File: config.mk
export PLATFORM = sky130hd
export DESIGN_NAME = frame_clock_gen
export DESIGN_NICKNAME = d
export VERILOG_FILES = /design/src/rtl/fcg_pkg.sv /design/src/rtl/fcg_cfg_clean.sv /design/src/rtl/fcg_timebase.sv /design/src/rtl/fcg_wave.sv /design/src/rtl/frame_clock_gen.sv
export SDC_FILE = /design/constraint.sdc
export NUM_CORES = 1
export LEC_CHECK = 0
export BUFFER_PORTS_ARGS = -buffer_cell sky130_fd_sc_hd__buf_2
export CAP_MARGIN = 20
export CELL_PAD_IN_SITES_DETAIL_PLACEMENT = 1
export CELL_PAD_IN_SITES_GLOBAL_PLACEMENT = 1
export CORE_MARGIN = 4
export CORE_UTILIZATION = 45
export CTS_BUF_LIST = sky130_fd_sc_hd__clkbuf_16
export DETAILED_ROUTE_END_ITERATION = 8
export MAX_ROUTING_LAYER = met4
export PLACE_DENSITY_LB_ADDON = 0.1
export SYNTH_ARGS = -nofsm -noshare
export SYNTH_HDL_FRONTEND = slang
export SYNTH_SLANG_ARGS = --single-unit
File: constraint.sdc
create_clock -name clk -period 11.55 [get_ports clk]
set_input_delay 0.5775 -clock clk [delete_from_list [all_inputs] [get_ports clk]]
set_output_delay 0.5775 -clock clk [all_outputs]
set_load 0.005 [all_outputs]
File: src/rtl/fcg_pkg.sv
`timescale 1ns/1ps
package fcg_pkg;
    localparam int BDIV_W = 6;
    localparam int FLEN_W = 8;
    localparam int POS_W  = BDIV_W + FLEN_W;
    localparam int LEAD_W = BDIV_W + 1;

    typedef struct packed {
        logic [BDIV_W-1:0] bdiv;
        logic [FLEN_W-1:0] flen;
        logic [BDIV_W-1:0] ph;
        logic              i2s;
        logic [POS_W-1:0]  period;
        logic [LEAD_W-1:0] lead;
    } act_t;

    typedef struct packed {
        logic              run;
        logic [POS_W-1:0]  pos;
        logic [BDIV_W-1:0] cnt;
        act_t              act;
    } tb_t;

    typedef struct packed {
        logic bclk;
        logic fs;
        logic nc;
        logic pass;
    } out_t;
endpackage

File: src/rtl/fcg_cfg_clean.sv
`timescale 1ns/1ps
module fcg_cfg_clean
    import fcg_pkg::*;
(
    input  logic [BDIV_W-1:0] raw_bdiv,
    input  logic [FLEN_W-1:0] raw_flen,
    input  logic [BDIV_W-1:0] raw_ph,
    input  logic              raw_i2s,
    output act_t              cand
);
    logic [BDIV_W-1:0] b_d;
    logic [BDIV_W-1:0] p_d;
    logic [FLEN_W-1:0] f_d;

    always_comb begin
        b_d = (raw_bdiv == '0) ? BDIV_W'(1) : raw_bdiv;
        f_d = {raw_flen[FLEN_W-1:1], 1'b0};
        if (f_d < FLEN_W'(2)) begin
            f_d = FLEN_W'(2);
        end
        p_d = (raw_ph >= b_d) ? (b_d - BDIV_W'(1)) : raw_ph;

        cand.bdiv   = b_d;
        cand.flen   = f_d;
        cand.ph     = p_d;
        cand.i2s    = raw_i2s;
        cand.period = POS_W'(b_d) * POS_W'(f_d);
        cand.lead   = LEAD_W'(p_d) + (raw_i2s ? LEAD_W'(b_d) : LEAD_W'(0));
    end
endmodule

File: src/rtl/fcg_timebase.sv
`timescale 1ns/1ps
module fcg_timebase
    import fcg_pkg::*;
(
    input  logic clk,
    input  logic rst,
    input  logic en,
    input  act_t cand,
    output tb_t  st_q,
    output tb_t  st_d
);
    always_comb begin
        st_d = st_q;
        if (!st_q.run) begin
            if (en) begin
                st_d.run = 1'b1;
                st_d.pos = '0;
                st_d.cnt = '0;
                st_d.act = cand;
            end
        end else if (!en) begin
            st_d.run = 1'b0;
            st_d.pos = '0;
            st_d.cnt = '0;
        end else if (st_q.pos == st_q.act.period - POS_W'(1)) begin
            st_d.pos = '0;
            st_d.cnt = '0;
            st_d.act = cand;
        end else begin
            st_d.pos = st_q.pos + POS_W'(1);
            st_d.cnt = (st_q.cnt == st_q.act.bdiv - BDIV_W'(1)) ? '0
                                                                : st_q.cnt + BDIV_W'(1);
        end
    end

    always_ff @(posedge clk) begin
        if (rst) begin
            st_q <= '0;
        end else begin
            st_q <= st_d;
        end
    end
endmodule

File: src/rtl/fcg_wave.sv
`timescale 1ns/1ps
module fcg_wave
    import fcg_pkg::*;
(
    input  tb_t  st,
    output out_t wv
);
    localparam int HW = BDIV_W + 1;
    localparam int QW = POS_W + 1;

    logic [HW-1:0] hi_d;
    logic [QW-1:0] q_d;

    always_comb begin
        hi_d = ({1'b0, st.act.bdiv} + HW'(1)) >> 1;
        q_d  = {1'b0, st.pos} + QW'(st.act.lead);
        if (q_d >= {1'b0, st.act.period}) begin
            q_d = q_d - {1'b0, st.act.period};
        end
        wv      = '0;
        if (st.run) begin
            wv.bclk = ({1'b0, st.cnt} < hi_d);
            wv.fs   = (q_d >= {2'b00, st.act.period[POS_W-1:1]});
            wv.pass = (st.act.bdiv == BDIV_W'(1));
            wv.nc   = st.act.i2s && (st.act.bdiv == BDIV_W'(1));
        end
    end
endmodule

File: src/rtl/frame_clock_gen.sv
`timescale 1ns/1ps
module frame_clock_gen
    import fcg_pkg::*;
(
    input  logic              clk,
    input  logic              rst,
    input  logic              en,
    input  logic [BDIV_W-1:0] cfg_bdiv,
    input  logic [FLEN_W-1:0] cfg_flen,
    input  logic [BDIV_W-1:0] cfg_phase,
    input  logic              cfg_i2s,
    output logic              bclk_o,
    output logic              fsync_o,
    output logic              nocomp_o
);
    act_t cand;
    tb_t  st_q;
    tb_t  st_d;
    out_t out_d;
    out_t out_q;
    logic bclk_q;

    fcg_cfg_clean u_clean (
        .raw_bdiv (cfg_bdiv),
        .raw_flen (cfg_flen),
        .raw_ph   (cfg_phase),
        .raw_i2s  (cfg_i2s),
        .cand     (cand)
    );

    fcg_timebase u_tb (
        .clk  (clk),
        .rst  (rst),
        .en   (en),
        .cand (cand),
        .st_q (st_q),
        .st_d (st_d)
    );

    fcg_wave u_wave (
        .st (st_d),
        .wv (out_d)
    );

    always_ff @(posedge clk) begin
        if (rst) begin
            out_q <= '0;
        end else begin
            out_q <= out_d;
        end
    end

    assign bclk_q   = out_q.bclk;
    assign bclk_o   = out_q.pass ? clk : out_q.bclk;
    assign fsync_o  = out_q.fs;
    assign nocomp_o = out_q.nc;
endmodule

Yosys cells after proc, flatten, opt, wreduce, memory -nomap -nowiden:

Index checks and enable logic that the tools add are counted.
W data, S select, Z words.

* $add $sub $neg: 9
* multiply operators: 1
* $lt $le $gt $ge: 5
* equality and inequality tests: 3
* muxes and demuxes: 14
* bitwise gates (word level): 1
* reduce and logical (&&, ||, !) cells: 3

Operator list (count)
* $mux W63: 2
* $mux W42: 2
* $mux W20: 2
* $mux W6: 4
* $add A14 B7 Y15: 1
* $ge A15 B13 Y1: 1
* $ge A15 B14 Y1: 1
* $mux W15: 1
* $sub A15 B14 Y15: 1
* $add A14 B1 Y14 const B: 1
* $eq A14 B14 Y1: 1
* $mul A6 B8 Y14: 1
* $sub A14 B1 Y14 const B: 1
* $sub A6 B1 Y6 const B: 2
* $lt A8 B2 Y1 const B: 1
* $mux W8: 1
* $add A6 B1 Y7 const B: 1
* $add A6 B7 Y7: 1
* $add A6 B1 Y6 const B: 1
* $eq A6 B1 Y1 const B: 1
* $eq A6 B6 Y1: 1
* $ge A6 B6 Y1: 1
* $logic_not A6 Y1: 1
* $lt A6 B6 Y1: 1
* other kinds (4): 5

* flip-flop bits (word level): 53
* bits of input ports: 24
* output and inout bits: 3
* logic and storage cells: 47

Logic depth before layout (Yosys ltp):

Gate-level depths: netlist of the first run.

* depth in word-level cells: 12
* gate-level depth with buffers: 53
* mapped depth without buffers: 49

Cells and area by module:

A second synthesis of the first run with hierarchy kept.

* cells, all modules: 927
* area total of the unflattened synthesis: 7817.5 um2

By module, submodules not included
* fcg_timebase: instances 1, cells each 438, area each 4023.9 um2, seq. area each 1261.2 um2
* fcg_cfg_clean: instances 1, cells each 242, area each 1936.9 um2, seq. area each 0.0 um2
* fcg_wave: instances 1, cells each 238, area each 1736.7 um2, seq. area each 0.0 um2
* frame_clock_gen: instances 1, cells each 9, area each 120.1 um2, seq. area each 80.1 um2

==> results of run 1 <==
-- registers in the layout, summed over array words and instances, names as in the netlist --
register and cells:
u_tb.st_q 49, fsync_o 1, bclk_q 1, out_q 1, nocomp_o 1
-- layout by cell type (no fill, tap or decap), drive strengths merged, types with 14 or more instances in the layout --
cell	n
o21ai	43
mux2i	14
mux2	15
a21o	23
and2	24
nand2b	14
dfxtp	53
nand2	69
nand3	16
xnor2	38
ha	79
inv	56
a21oi	45
xor2	21
nor3	23
fa	24
buf	28
nor2b	40
nor2	79
-- per-layer routing --
metal  share of wire  global-route usage  vias to the layer above
li1                -                   -                     2860
met5               0                   -                        -
met2            0.50              0.4119                       73
met1            0.46              0.3027                     2911
met4           0.020             0.07491                        0
met3           0.021             0.01958                       22
-- cells by family (layout without fill, tap and decap cells) --
| family | count (synthesis) | count (layout) |
|---|---|---|
| AND/OR/NAND/NOR | 308 | 308 |
| AO/OA/AOI/OAI | 176 | 176 |
| adder cells (fa/ha/maj) | 103 | 103 |
| buffers and inverters | 86 | 95 |
| XOR/XNOR | 59 | 59 |
| flip-flops | 53 | 53 |
| multiplexers | 29 | 29 |
-- worst min-delay path: stages, from the launching register on --
cell	delay, ps
dfxtp_1	310
mux2i_1	80
nor2_1	90
-- report_power, final --
part	leakage, uW	internal, uW	switching (uW)
clock network	0.000124	146	79.3
logic	0.00262	246	302
registers	0.000432	197	17.5
-- cells in the mapped netlist, types with 4 or more instances --
| cell type | count | area share |
|---|---|---|
| mux2i_1 | 14 | 0.022 |
| o31ai_1 | 8 | 0.0093 |
| mux2_4 | 9 | 0.021 |
| nor3_1 | 22 | 0.017 |
| and2_1 | 23 | 0.022 |
| xor2_1 | 21 | 0.028 |
| o41ai_1 | 4 | 0.0054 |
| nor2b_1 | 40 | 0.039 |
| nand2b_1 | 14 | 0.014 |
| ha_1 | 79 | 0.15 |
| xnor2_1 | 38 | 0.051 |
| nor4_1 | 7 | 0.0068 |
| or2_2 | 5 | 0.0048 |
| nand2_1 | 69 | 0.040 |
| dfxtp_1 | 53 | 0.16 |
| nand3_1 | 16 | 0.012 |
| inv_1 | 56 | 0.032 |
| fa_1 | 24 | 0.074 |
| buf_2 | 4 | 0.0031 |
| a21oi_1 | 43 | 0.033 |
| and3_1 | 4 | 0.0039 |
| nor2_1 | 78 | 0.045 |
| mux2_2 | 6 | 0.010 |
| o21ai_0 | 43 | 0.033 |
| clkbuf_1 | 24 | 0.014 |
| a31oi_1 | 7 | 0.0068 |
| a21o_1 | 23 | 0.027 |
| nand4_1 | 7 | 0.0068 |
| o21a_1 | 5 | 0.0058 |
-- worst paths after layout --
| check | slack, ps | end | start |
|---|---|---|---|
| max reg2reg | 1770 | fsync_o$_SDFF_PP0_ | u_tb.st_q[7]$_SDFF_PP0_ |
| min | 510 | u_tb.st_q[21]$_SDFF_PP0_ | u_tb.st_q[21]$_SDFF_PP0_ |
| min reg2reg | 510 | u_tb.st_q[21]$_SDFF_PP0_ | u_tb.st_q[21]$_SDFF_PP0_ |
| max | 1150 | fsync_o$_SDFF_PP0_ | cfg_bdiv[2] |
-- final cells by class --
cell class	count	share of cell area
inverter	56	0.03014
clock inverter	3	0.005920
multi-input combinational	675	0.7296
sequential	53	0.1521
tap	180	0.03229
clock buffer	9	0.02942
timing repair buffer	27	0.02045
-- through the flow --
step	hold slack (ps)	util	setup slack [ps]	total power, uW
after CTS	533.6	0.4986	1140	998.8
after global routing	595.3	0.4986	425.7	1075
final	513.2	0.4986	1152	988.2
after global placement	478.9	0.4813	969.5	740.3
after floorplan	459.4	-	2087	634.5
after detailed placement	515.8	0.4813	827.8	768.7
==> reports/qor.yml, run 1 <==
yosys.area_share.adder: 0.2269
cp_num_cells: 49
gp_congestion: 0.8208
synth_mux_area_frac: 0.05295
drt_iter0_drc: 293
netlist_area_sq_um: 6475
skew_ps: 11.60
relSlewSlack: 0.3762
drv_slew: 0
coreArea_sq_um: 13990
pwr_density_cell_nw_per_um2: 141.7
nNetsFinal: 949
vdd_ir_drop_max_mv: 0.06503
dr.pass1.iters: 4
cp.required_ps: 11850
num_antenna_cells: 0
grt_pass1_wl_microns: 30930
finalSetupViolCount: 0
maxCapViolations: 0
synth.distinct_cells: 73
async_flop_share: 0
antenna_found_initial: 0
nFillCells: 1756
reg2reg_depth: 39
routed_via_density: 5.848
multi_input_area_sq_um: 5089
clkTransAtPathRegs_ps: 70
worst-path-buf-inv: 5
drive_above_1_share: 0.08627
synthXorXnorAreaFrac: 0.07981
cts_setup_buffers: 0
cts_hold_buf: 0
rows: 43
arrival_ps: 10700
grt-ovfl-total: 0
io_pins: 27
insertion_delay_ps: 420
crit_path_top_delay_cell: "a21oi_1"
rsz0062_at_grt: "false"
max_freq_ghz: 0.09618
ys_seq_elements: 53
synth_top_family_by_area: "simple AND/OR/NAND/NOR gates"
worstMarginPinSlew_ps: 935.8
end_kind: "register"
tns_ps: 0
yosysWarningCount: 0
placement.io_buffers: 25
cpPeakStageDelay_ps: 600
start_util: 0.4629
holdPathStages: 2
cp-start-kind: "input port"
route.detailed.drc: 0
synth_edf_count: 0
synth-simple-area-share: 0.2439
seq_area_frac_synth: 0.1639
synthFlopType: "dfxtp_1"
fin_crit_sh: 0.9002
synthesis.nets: 941
area_growth_pct: 7.710
via_count: 5866
detail_route.wl_per_cell_microns: 18.18
grt_pass1_vias: 6264
die_w_microns: 128.0
crit_family: "compound AO/OA/AOI/OAI gates"
die_area_sq_um: 16370
routed_wl_microns: 18240
cts_tree: "yes"
syn_area_per_cell_sq_um: 7.954
status: "complete, no violations"
netlist_instances: 814
power_leakage_uw: 0.003173
grtUsageTotal: 0.2408
final.min_clock_period_ps: 10400
cp_max_fo: 12
place_area_sq_um: 6733
hold_class: "register to register"
seqCellArea_sq_um: 1061
synth_compound_area_frac: 0.1807
worstSetupPathType: "input port to register"
hold_viol_final: 0
fin_area_sq_um: 6974
die_y_microns: 128.0
cts.repair.resized: 0
fin_cells: 1003
cpMostUsedCell: "a21o_1"
hpwl_microns: 14710
final_antenna_net_count: 0
dp_cells: 992
grt_max_degree: 50
No activity file was read; power rests on OpenSTA's default activity.
==> run 2: changes to the inputs <==
--- a/config.mk
+++ b/config.mk
@@ -14,7 +14,8 @@
 export CTS_BUF_LIST = sky130_fd_sc_hd__clkbuf_16
 export DETAILED_ROUTE_END_ITERATION = 8
 export MAX_ROUTING_LAYER = met4
-export PLACE_DENSITY_LB_ADDON = 0.1
+export PLACE_DENSITY = 0.74
+export RECOVER_POWER = 25
 export SYNTH_ARGS = -nofsm -noshare
 export SYNTH_HDL_FRONTEND = slang
 export SYNTH_SLANG_ARGS = --single-unit
==> run 2 against run 1 <==
  * The flow now finishes with violations (max-capacitance violations, max-slew violations)
  * Combinational power shrank 2%
  * Non-clock buffer count grew 1
  * Clock-buffer cell count is the same
  * Power shrank 0.13%
  * Global-route usage shrank 0.22 points
  * Routed wire length shrank 0.54%
  * Critical path type unchanged
  * Largest power group unchanged
==> reports/qor.yml, run 2 (synthesis gave the netlist of run 1 again) <==
start_util: 0.4629
cp-start-kind: "input port"
place_ws_ps: 1225
holdPathStages: 2
reg2reg_from: "u_tb.st_q[7]$_SDFF_PP0_"
dr.pass1.iters: 4
power_leakage_uw: 0.003170
antenna_found_initial: 0
largest_reg_flops: 49
r2r-end: "fsync_o$_SDFF_PP0_"
hold_viol_final: 0
io_pins: 27
layout_common_cells: "ha_1, nor2_1, nand2_1"
crit_family: "compound AO/OA/AOI/OAI gates"
num_antenna_cells: 0
placement.io_buffers: 25
detail_route.wl_per_cell_microns: 18.07
routed_wl_microns: 18140
cts_hold_buf: 0
skew_ps: 7.932
pwr_density_cell_nw_per_um2: 141.6
clkTransAtPathRegs_ps: 70
insertion_delay_ps: 410
die_y_microns: 128.0
fin_cells: 1004
grt_pass1_wl_microns: 31180
cp.required_ps: 11840
crit_path_top_delay_cell: "a311o_2"
area_growth_pct: 7.672
fin_crit_sh: 0.8628
die_w_microns: 128.0
drt_iter0_drc: 285
hpwl_microns: 14690
arrival_ps: 10260
rsz0062_at_grt: "false"
die_area_sq_um: 16370
cts_setup_buffers: 0
status: "finished with violations"
worst-path-buf-inv: 6
finalSetupViolCount: 0
hold_class: "register to register"
min_to: "u_tb.st_q[21]$_SDFF_PP0_"
setup_slack_ps: 1585
drv_slew: 50
grtUsageTotal: 0.2386
worstSetupPathType: "input port to register"
grt-ovfl-total: 0
cpPeakStageDelay_ps: 420
grt_max_degree: 50
cts.repair.resized: 0
violations: "max-capacitance violations, max-slew violations"
final.min_clock_period_ps: 9965
final_common_cell: "ha_1"
r2r_setup_slack_ps: 1790
route.detailed.drc: 0
grt_pass1_vias: 6288
worstMarginPinSlew_ps: 2329
tns_ps: 0
hold_start: "u_tb.st_q[21]$_SDFF_PP0_"
final_antenna_net_count: 0
cpMostUsedCell: "a21o_1"
top_register: "u_tb.st_q"
maxCapViolations: 1
relSlewSlack: -0.5525
routed_via_density: 5.789
nNetsFinal: 950
cp_max_fo: 12
vdd_ir_drop_max_mv: 0.06704
rows: 43
drive_above_1_share: 0.08374
dp_cells: 993
end_kind: "register"
cts_tree: "yes"
max_freq_ghz: 0.1004
gp_congestion: 0.8862
reg2reg_depth: 38
via_count: 5812
coreArea_sq_um: 13990
## run 2: cell count changes in the layout (fill, tap and decap cells not counted), sizes merged
| cell | delta |
|---|---|
| clkbuf | +2 |
| clkinvlp | -1 |
| inv | +1 |
| buf | -1 |
## run 2: stage by stage
| stage | hold slack (ps) | instance area, sq um | power [uW] | utilization |
|---|---|---|---|---|
| 2_1_floorplan | 459.4 | 6475 | 634.5 | - |
| 6_report | 549.8 | 6972 | 986.9 | 0.4984 |
| 3_3_place_gp | 494.7 | 6740 | 737.8 | 0.4818 |
| 5_1_grt | 615.2 | 6972 | 1073 | 0.4984 |
| 4_1_cts | 557.7 | 6990 | 1001 | 0.4997 |
| 3_5_place_dp | 521.0 | 6740 | 763.8 | 0.4818 |
## run 2: area by class of cell
| type | count | area [sq um] |
|---|---|---|
| inverter | 56 | 210.2 |
| fill | 1726 | 7017 |
| tap | 180 | 225.2 |
| sequential | 53 | 1061 |
| clock buffer | 9 | 205.2 |
| multi-input combinational | 675 | 5072 |
| timing repair buffer | 28 | 147.6 |
| clock inverter | 3 | 50.05 |
## run 2: routing by layer
layer | vias up | share of wire | wire length, microns | track usage
li1 | 2856 | - | - | -
met1 | 2876 | 0.46 | 8346 | 0.3027
met2 | 61 | 0.50 | 9005 | 0.4113
met3 | 19 | 0.028 | 508 | 0.02167
met4 | 0 | 0.015 | 277 | 0.05805
met5 | - | 0 | 0 | -
## run 2: power breakdown
part	total [uW]	internal [uW]	leakage (uW)	switching, uW
registers	216	197	0.000432	18.7
logic	539	245	0.00261	295
clock network	232	149	0.000132	83.0
total	987	591	0.00317	396
## run 2: how the worst max path moves through the flow
stage                     start            endpoint  cells after the start
detailed placement  cfg_bdiv[4]  fsync_o$_SDFF_PP0_                     50
floorplan           cfg_bdiv[3]  fsync_o$_SDFF_PP0_                     50
finish              cfg_bdiv[4]  fsync_o$_SDFF_PP0_                     50
global placement    cfg_bdiv[3]  fsync_o$_SDFF_PP0_                     48
global route        cfg_bdiv[4]  fsync_o$_SDFF_PP0_                     50
CTS                 cfg_bdiv[4]  fsync_o$_SDFF_PP0_                     50
## run 2: worst min-delay path: stages, from the launching register on
cell	delay [ps]
dfxtp_1	320
mux2i_1	90
nor2_1	100
==> run 3: changes to the inputs <==
--- a/config.mk
+++ b/config.mk
@@ -16,6 +16,7 @@
 export MAX_ROUTING_LAYER = met4
 export PLACE_DENSITY = 0.74
 export RECOVER_POWER = 25
+export SKIP_CTS_REPAIR_TIMING = 1
 export SYNTH_ARGS = -nofsm -noshare
 export SYNTH_HDL_FRONTEND = slang
 export SYNTH_SLANG_ARGS = --single-unit
==> constraint.sdc (replaced) <==
create_clock -name clk -period 11.55 [get_ports clk]
set_input_delay 1.7325 -clock clk [delete_from_list [all_inputs] [get_ports clk]]
set_output_delay 1.7325 -clock clk [all_outputs]
set_load 0.005 [all_outputs]
==> run 3 against run 2 <==
  * Highest routed layer unchanged
  * Largest cell class unchanged
  * Critical path depth fell by 2
  * Global-route usage increased by 0.15 points
  * Largest power group unchanged
  * Non-clock buffer count rose by 4
  * The run still ends with max-capacitance violations, max-slew violations left
  * Fmax down 7.0%
==> reports/qor.yml, run 3 (synthesis gave the netlist of run 1 again) <==
drive_above_1_share: 0.09179
status: "finished with violations"
via_count: 5934
tns_ps: 0
cp.required_ps: 11850
pwr_density_cell_nw_per_um2: 139.7
reg2reg_from: "u_tb.st_q[7]$_SDFF_PP0_"
seq_power_share: 0.219
worstSetupPathType: "input port to register"
drt_iter0_drc: 276
cp-start-kind: "input port"
p_int_uw: 574.2
grt_max_degree: 50
fin_hold_ws_ps: 507.2
rows: 43
die_area_sq_um: 16370
grt_pass1_vias: 6435
nNetsFinal: 954
layout_common_cells: "ha_1, nor2_1, nand2_1"
vdd_ir_drop_max_mv: 0.06262
io_pins: 27
detail_route.wl_per_cell_microns: 18.19
largest_reg_flops: 49
reg2reg_depth: 38
cpPeakStageDelay_ps: 440
drv_slew: 50
top_register: "u_tb.st_q"
antenna_found_initial: 0
power_switching_uw: 404.2
gp_congestion: 0.8693
violations: "max-capacitance violations, max-slew violations"
maxCapViolations: 1
routed_wl_microns: 18340
dr.pass1.iters: 4
crit_path_top_delay_cell: "fa_1"
finalPower_uw: 978.4
end_kind: "register"
start_util: 0.4629
holdPathStages: 2
cp-startpoint: "cfg_bdiv[3]"
max_freq_ghz: 0.09334
rsz0062_at_grt: "false"
nFillCells: 1737
combinationalPowerShare: 0.567
final.min_clock_period_ps: 10710
grtUsageTotal: 0.2401
route.detailed.drc: 0
die_w_microns: 128.0
r2r_setup_slack_ps: 2050
relSlewSlack: -0.5206
grt-ovfl-total: 0
final_antenna_net_count: 0
skew_ps: 10.72
insertion_delay_ps: 420
cts_tree: "yes"
hpwl_microns: 15030
arrival_ps: 11010
hold_class: "register to register"
clkTransAtPathRegs_ps: 80
cpMostUsedCell: "a21o_1"
coreArea_sq_um: 13990
fin_crit_sh: 0.9275
die_y_microns: 128.0
worstMarginPinSlew_ps: 2281
hold_start: "u_tb.st_q[21]$_SDFF_PP0_"
num_antenna_cells: 0
routed_via_density: 5.887
power_frac_clock: 0.214
power_leakage_uw: 0.003181
grt_pass1_wl_microns: 31190
p_sw_frac: 0.4132
placement.io_buffers: 25
hold_viol_final: 0
cp_max_fo: 11
area_growth_pct: 8.135
final_util: 0.5005
finalSetupViolCount: 0
final_common_cell: "ha_1"
[run 3: worst max-delay path, delay by kind of cell]
family,cells,cell delay [ps]
buffers and inverters,5,880
AO/OA/AOI/OAI,22,4680
adder cells (fa/ha/maj),6,1820
AND/OR/NAND/NOR,14,1680
multiplexers,1,230
[run 3: power by group through the flow]
stage | sequential (uW) | clock (uW) | combinational, uW
6_report | 214 | 209 | 555
5_1_grt | 217 | 221 | 630
4_1_cts | 214 | 213 | 554
3_5_place_dp | 219 | 0.746 | 550
3_3_place_gp | 217 | 0.747 | 521
2_1_floorplan | 213 | 0.470 | 421
[run 3: through the flow]
step / setup slack [ps] / instances / cell area [sq um]
2_1_floorplan: 931.9 / 814 / 6475
3_3_place_gp: 365.8 / 997 / 6770
3_5_place_dp: 13.32 / 997 / 6770
4_1_cts: 425.9 / 1008 / 6995
5_1_grt: 57.10 / 1008 / 7002
6_report: 837.0 / 1008 / 7002
[run 3: worst paths after layout]
check | to
min | u_tb.st_q[21]$_SDFF_PP0_
min reg2reg | u_tb.st_q[21]$_SDFF_PP0_
max reg2reg | fsync_o$_SDFF_PP0_
max | fsync_o$_SDFF_PP0_
[run 3: layout make-up]
class / count / area (sq um) / share of cell area
clock buffers: 9 / 205.2 / 0.02931
clock inverters: 3 / 25.02 / 0.003574
inverters: 56 / 210.2 / 0.03002
multi-input cells: 675 / 5101 / 0.7286
flip-flops and latches: 53 / 1061 / 0.1515
well taps: 180 / 225.2 / 0.03217
repair buffers: 32 / 173.9 / 0.02484
[run 3: layer usage]
metal / vias up / routed length (microns) / part of all wire / GRT usage
met5: - / 0 / 0 / -
met4: 0 / 422 / 0.023 / 0.07865
met3: 33 / 517 / 0.028 / 0.02375
met2: 80 / 9179 / 0.50 / 0.4202
met1: 2956 / 8220 / 0.45 / 0.2896
li1: 2865 / - / - / -
